## config.mk

```make
export PLATFORM = sky130hd
export DESIGN_NAME = sample_load_buffer
export DESIGN_NICKNAME = d
export VERILOG_FILES = /design/src/rtl/slb_pkg.sv /design/src/rtl/slb_eoc_sync.sv /design/src/rtl/slb_rate_gen.sv /design/src/rtl/slb_tail_track.sv /design/src/rtl/slb_load_ctrl.sv /design/src/rtl/sample_load_buffer.sv
export SDC_FILE = /design/constraint.sdc
export NUM_CORES = 1
export LEC_CHECK = 0
export ABC_AREA = 1
export BUFFER_PORTS_ARGS = -buffer_cell sky130_fd_sc_hd__buf_2
export CORE_AREA = 5 5 100 64
export DETAILED_ROUTE_END_ITERATION = 10
export DIE_AREA = 0 0 105 69
export PLACE_DENSITY = 0.73
export RECOVER_POWER = 25
export SYNTH_ARGS = -nofsm -noshare
export SYNTH_HDL_FRONTEND = slang
export SYNTH_SLANG_ARGS = --single-unit
```

## constraint.sdc

```tcl
create_clock -name clk -period 1.4 [get_ports clk]
set_input_delay 0.07 -clock clk [delete_from_list [all_inputs] [get_ports clk]]
set_output_delay 0.07 -clock clk [all_outputs]
set_load 0.1 [all_outputs]
```

## src/rtl/slb_pkg.sv

```systemverilog
package slb_pkg;
  typedef enum logic {RANGE_NARROW = 1'b0, RANGE_WIDE = 1'b1} range_e;

  function automatic int max_int(input int a, input int b);
    return (a > b) ? a : b;
  endfunction
endpackage

```

## src/rtl/slb_eoc_sync.sv

```systemverilog
module slb_eoc_sync (
  input  logic clk,
  input  logic rst,
  input  logic eoc_async,
  output logic rise
);
  logic meta_q, sync_q, prev_q;

  always_ff @(posedge clk) begin
    if (rst) begin
      meta_q <= 1'b0;
      sync_q <= 1'b0;
      prev_q <= 1'b0;
    end else begin
      meta_q <= eoc_async;
      sync_q <= meta_q;
      prev_q <= sync_q;
    end
  end

  assign rise = sync_q & ~prev_q;

  // a synchronized edge never repeats in consecutive cycles
  a_r4_rise_single: assert property (@(posedge clk) disable iff (rst)
    rise |=> !rise);
endmodule

```

## src/rtl/slb_rate_gen.sv

```systemverilog
module slb_rate_gen #(
  parameter int DIV_NARROW = 8000,
  parameter int DIV_WIDE   = 800
) (
  input  logic clk,
  input  logic rst,
  input  logic range_wide,
  output logic strobe
);
  import slb_pkg::*;
  localparam int DMAX = max_int(DIV_NARROW, DIV_WIDE);
  localparam int CW   = $clog2(DMAX + 1);

  logic [CW-1:0] cnt;
  logic [CW-1:0] last;
  range_e        sel;

  assign sel  = range_e'(range_wide);
  assign last = (sel == RANGE_WIDE) ? CW'(DIV_WIDE - 1) : CW'(DIV_NARROW - 1);

  always_ff @(posedge clk) begin
    if (rst) begin
      cnt    <= '0;
      strobe <= 1'b0;
    end else if (cnt >= last) begin
      cnt    <= '0;
      strobe <= 1'b1;
    end else begin
      cnt    <= cnt + 1'b1;
      strobe <= 1'b0;
    end
  end

  // the strobe is a single-cycle pulse
  a_r2_strobe_single: assert property (@(posedge clk) disable iff (rst)
    strobe |=> !strobe);
endmodule

```

## src/rtl/slb_tail_track.sv

```systemverilog
module slb_tail_track #(
  parameter int DEPTH = 600
) (
  input  logic clk,
  input  logic rst,
  output logic tail
);
  localparam int PW = $clog2(DEPTH);

  logic [PW-1:0] pos;

  always_ff @(posedge clk) begin
    if (rst) begin
      pos  <= '0;
      tail <= 1'b0;
    end else begin
      pos  <= (pos == PW'(DEPTH - 1)) ? '0 : pos + 1'b1;
      tail <= (pos == PW'(DEPTH - 2));
    end
  end

  // the tail marker lasts a single cycle
  a_r3_tail_single: assert property (@(posedge clk) disable iff (rst)
    tail |=> !tail);
endmodule

```

## src/rtl/slb_load_ctrl.sv

```systemverilog
module slb_load_ctrl #(
  parameter int SAMPLE_W = 6
) (
  input  logic                clk,
  input  logic                rst,
  input  logic                rise,
  input  logic [SAMPLE_W-1:0] adc_data,
  input  logic                tail,
  output logic                buf_full,
  output logic                mem_load,
  output logic [SAMPLE_W-1:0] mem_word,
  output logic                overrun
);
  logic [SAMPLE_W-1:0] hold_q;
  logic [SAMPLE_W-1:0] pend_data;
  logic                pend_q;
  logic                req;

  assign req = rise | pend_q;

  always_ff @(posedge clk) begin
    if (rst) begin
      hold_q    <= '0;
      pend_data <= '0;
      pend_q    <= 1'b0;
      buf_full  <= 1'b0;
      mem_load  <= 1'b0;
      mem_word  <= '0;
      overrun   <= 1'b0;
    end else begin
      mem_load <= 1'b0;
      overrun  <= 1'b0;
      if (tail) begin
        // unload slot: any new load waits one cycle
        if (buf_full) begin
          mem_load <= 1'b1;
          mem_word <= hold_q;
          buf_full <= 1'b0;
        end
        if (rise) begin
          pend_q    <= 1'b1;
          pend_data <= adc_data;
        end
      end else begin
        pend_q <= 1'b0;
        if (req) begin
          if (buf_full) begin
            overrun <= 1'b1;
          end else begin
            buf_full <= 1'b1;
            hold_q   <= pend_q ? pend_data : adc_data;
          end
        end
      end
    end
  end

  // a memory write only follows a tail cycle
  a_r5_load_after_tail: assert property (@(posedge clk) disable iff (rst)
    mem_load |-> $past(tail));
  // the buffer is empty once its word is delivered
  a_r5_empty_after_unload: assert property (@(posedge clk) disable iff (rst)
    mem_load |-> !buf_full);
  // a fill never lands on the same edge as an unload
  a_r6_no_coincide: assert property (@(posedge clk) disable iff (rst)
    $rose(buf_full) |-> !mem_load);
  // overrun only while a word is held, and that word is unchanged
  a_r7_overrun_keeps: assert property (@(posedge clk) disable iff (rst)
    overrun |-> (buf_full && $past(buf_full) && $stable(hold_q)));
endmodule

```

## src/rtl/sample_load_buffer.sv

```systemverilog
module sample_load_buffer #(
  parameter int SAMPLE_W   = 6,
  parameter int DEPTH      = 600,
  parameter int DIV_NARROW = 8000,
  parameter int DIV_WIDE   = 800
) (
  input  logic                clk,
  input  logic                rst,
  input  logic                range_wide,
  input  logic                eoc,
  input  logic [SAMPLE_W-1:0] adc_data,
  output logic                sample_strobe,
  output logic                tail,
  output logic                mem_load,
  output logic [SAMPLE_W-1:0] mem_word,
  output logic                buf_full,
  output logic                overrun
);
  logic eoc_rise;

  slb_eoc_sync u_sync (
    .clk(clk), .rst(rst), .eoc_async(eoc), .rise(eoc_rise)
  );

  slb_rate_gen #(.DIV_NARROW(DIV_NARROW), .DIV_WIDE(DIV_WIDE)) u_rate (
    .clk(clk), .rst(rst), .range_wide(range_wide), .strobe(sample_strobe)
  );

  slb_tail_track #(.DEPTH(DEPTH)) u_tail (
    .clk(clk), .rst(rst), .tail(tail)
  );

  slb_load_ctrl #(.SAMPLE_W(SAMPLE_W)) u_ctrl (
    .clk(clk), .rst(rst), .rise(eoc_rise), .adc_data(adc_data), .tail(tail),
    .buf_full(buf_full), .mem_load(mem_load), .mem_word(mem_word),
    .overrun(overrun)
  );

  // outputs idle in the first cycle after reset
  a_r1_idle_after_reset: assert property (@(posedge clk)
    $fell(rst) |-> (!buf_full && !mem_load && !overrun && !tail));
endmodule

```

==> metrics <==
status completed; Num CTS Buffers 5; worst relative slew slack 0.6746; CP Data Arrival Time 1.57 ns; xor/xnor share of the synthesized area 0.04304; largest net degree at the start of global routing 19; Final Max Tran Viols 0; Reg area 1011 um2; fin crit period 1.379 ns; CTS tree yes; core area 5413 um2; Leakage 1.199 nW; RSZ-0062 raised after global routing yes; Multi-input gate area 1145 um2; grt peak-use layer met1; met2 track demand over resource 0.1834; total power 2.667 mW; pwr dens 971.0 nW/um2; Hold Path Cell Cnt 3; Rows 21; stages on the worst setup path 8; crit-path cells ha_4 -> inv_2 -> nor2_2 -> nand2_1 -> nor2_4 -> nand2_4 -> nand3_4 -> nor2_1; post-route ant nets 0; Die Height 69 um; CP Max Fanout 7; die area 7245 um2; synth unique cells 23; syn nets 328; critical path's slowest cell dfxtp_2; main combinational cell family by area after synthesis simple AND/OR/NAND/NOR gates; Mapped Avg Cell Area 7.197 um2; DRC errors left 0; clk_skew 0.007330 ns; Area Overhead vs Synth 22.69%; Boundary Pins 21; final net count 360; most common cell after layout, fill and taps aside nand2_1; post-route insts no fill 412; first-pass GRT wire length 7838 um; DR pass1 iterations 6; simple-gate share of the synthesized area 0.2761; PortBufs 20; RePlAce Congestion 0.8573; Synth Cell Area 2238 um2; endpoints failing setup 0; pre-CTS setup slack -0.02734 ns; critical path type flip-flop to flip-flop; Vias per Instance 4.733; post-synthesis sequential area ratio 0.4472; GRT Overall Usage 0.1294; Slowest Stage Delay on Critical Path 0.34 ns; # fillers 501; via count 1,950; Hold Path Class primary input to flip-flop; root buf cell clkbuf_8; global-route met3 utilization 0.03265; maximum VDD drop 0.0004006 V; H-tree level count 2; Syn Inst Count 311; vias in the first global route 1,698; Final WS setup 0.02074 ns; placed insts 400; share of cells above drive strength 1 0.2157; final wirelength 4927 um; largest delay contributor family on the critical path simple AND/OR/NAND/NOR gates; Compound-Gate Fraction of Synth Area 0.08720; Hold Vio Cnt, Final 0; max-cap violations 0; f_max 0.7250 GHz; actual slew at the worst max-slew pin 0.4914 ns; mux contribution to synthesized area 0; GR Util met1 0.1897; Skew-Pair Late Insertion Delay 0.30 ns; Ys Warns 0; CP Launch Type flip-flop; commonest cells after routing, fill and taps aside nand2_1 (56), inv_1 (49), nor2_1 (49), dfxtp_1 (44), buf_2 (20); initial core utilization 0.4135; fin crit share 0.9852; Worst setup EP type flip-flop; WP buf/inv 1; Req. time, crit path 1.59 ns; cells on worst reg2reg path 8; adder-cell share of the synthesized area 0.03913; DR WL/cell 11.96 um; Sink Count 50; clk buf depth 2; initial antenna violation count 0; hpwl dp 3312 um; gr ovfl total 0; clock slew at reported path FFs 0.09 ns; 1st-iter DRT viols 113; Die X 105 um; Synth Register Bits 50; diode count 0
## tightest hold or removal path, delay by kind of cell
| kind | cells | cell delay (ns) |
|---|---|---|
| AOI/OAI and AO/OA | 2 | 0.18 |
| buffers and inverters | 1 | 0.09 |
## path summary, 6_finish.rpt
path | start | to | slack (ns)
min reg2reg | u_sync.meta_q | u_sync.sync_q | 0.42
max | u_rate.cnt[5] | u_rate.cnt[8] | 0.02
max reg2reg | u_rate.cnt[5] | u_rate.cnt[8] | 0.02
min | adc_data[3] | u_ctrl.pend_data[3] | 0.08
## report_power, final
part           internal (mW)  switching, mW  leakage, nW
Sequential              1.45         0.0187        0.408
Combinational         0.0724          0.112        0.733
Clock                  0.572          0.443       0.0573
## metrics by stage
step / cell area [um2] / setup TNS (ns) / hold WS (ns) / util
floorplan: 2241 / 0 / 0.1770 / -
global placement: 2442 / 0 / 0.2751 / 0.4512
detailed placement: 2442 / -0.1002 / 0.2895 / 0.4512
CTS: 2582 / 0 / 0.07562 / 0.4771
global route: 2746 / -0.6675 / 0.08517 / 0.5074
finish: 2746 / 0 / 0.08302 / 0.5074
## layout make-up
cell class,instances,area share
Clock buffer,6,0.03007
Clock inverter,1,0.01093
Inverter,52,0.07244
Multi-Input combinational cell,202,0.4169
Tap cell,69,0.03144
Sequential cell,50,0.3681
Timing Repair Buffer,32,0.07016
## logic make-up after synthesis
family          after synthesis
compound gates               37
xor+xnor                     11
fa+ha+maj                     7
buf+inv                      60
flops                        50
simple gates                146
## synth_stat cells (all sizes together)
master	instances	area [um2]
clkbuf	1	3.750
inv	52	195.2
xor2	7	61.31
ha	7	87.58
nand2	60	227.7
buf	7	41.29
xnor2	4	35.03
dfxtp	50	1001
a21oi	16	83.83
nand4	6	37.54
o21ai	20	103.9
a21o	1	7.510
nor2	60	242.7
nor3	3	15.01
nand3	17	95.09
## layer usage
metal / routed length (um) / part of all wire
met5: 0 / 0
met4: 48 / 0.0097
met3: 213 / 0.043
met2: 2196 / 0.45
met1: 2467 / 0.50
## registers in the layout, summed over array words and instances, names as in the netlist, 6 cells and up
register,count
u_ctrl.hold_q,6
u_ctrl.mem_word,6
u_ctrl.pend_data,6
u_rate.cnt,13
u_tail.pos,10
## what timing repair did
item                                   4_1_cts  5_1_grt
pin swaps                                    2       12
setup endpoints to repair                   13       30
gates resized for setup                      1       31
endpoints found under the hold margin        1        0
buffers inserted                             0        3
hold buffers                                 1        0
cloned                                       1        0
No activity file was read; power rests on OpenSTA's default activity.
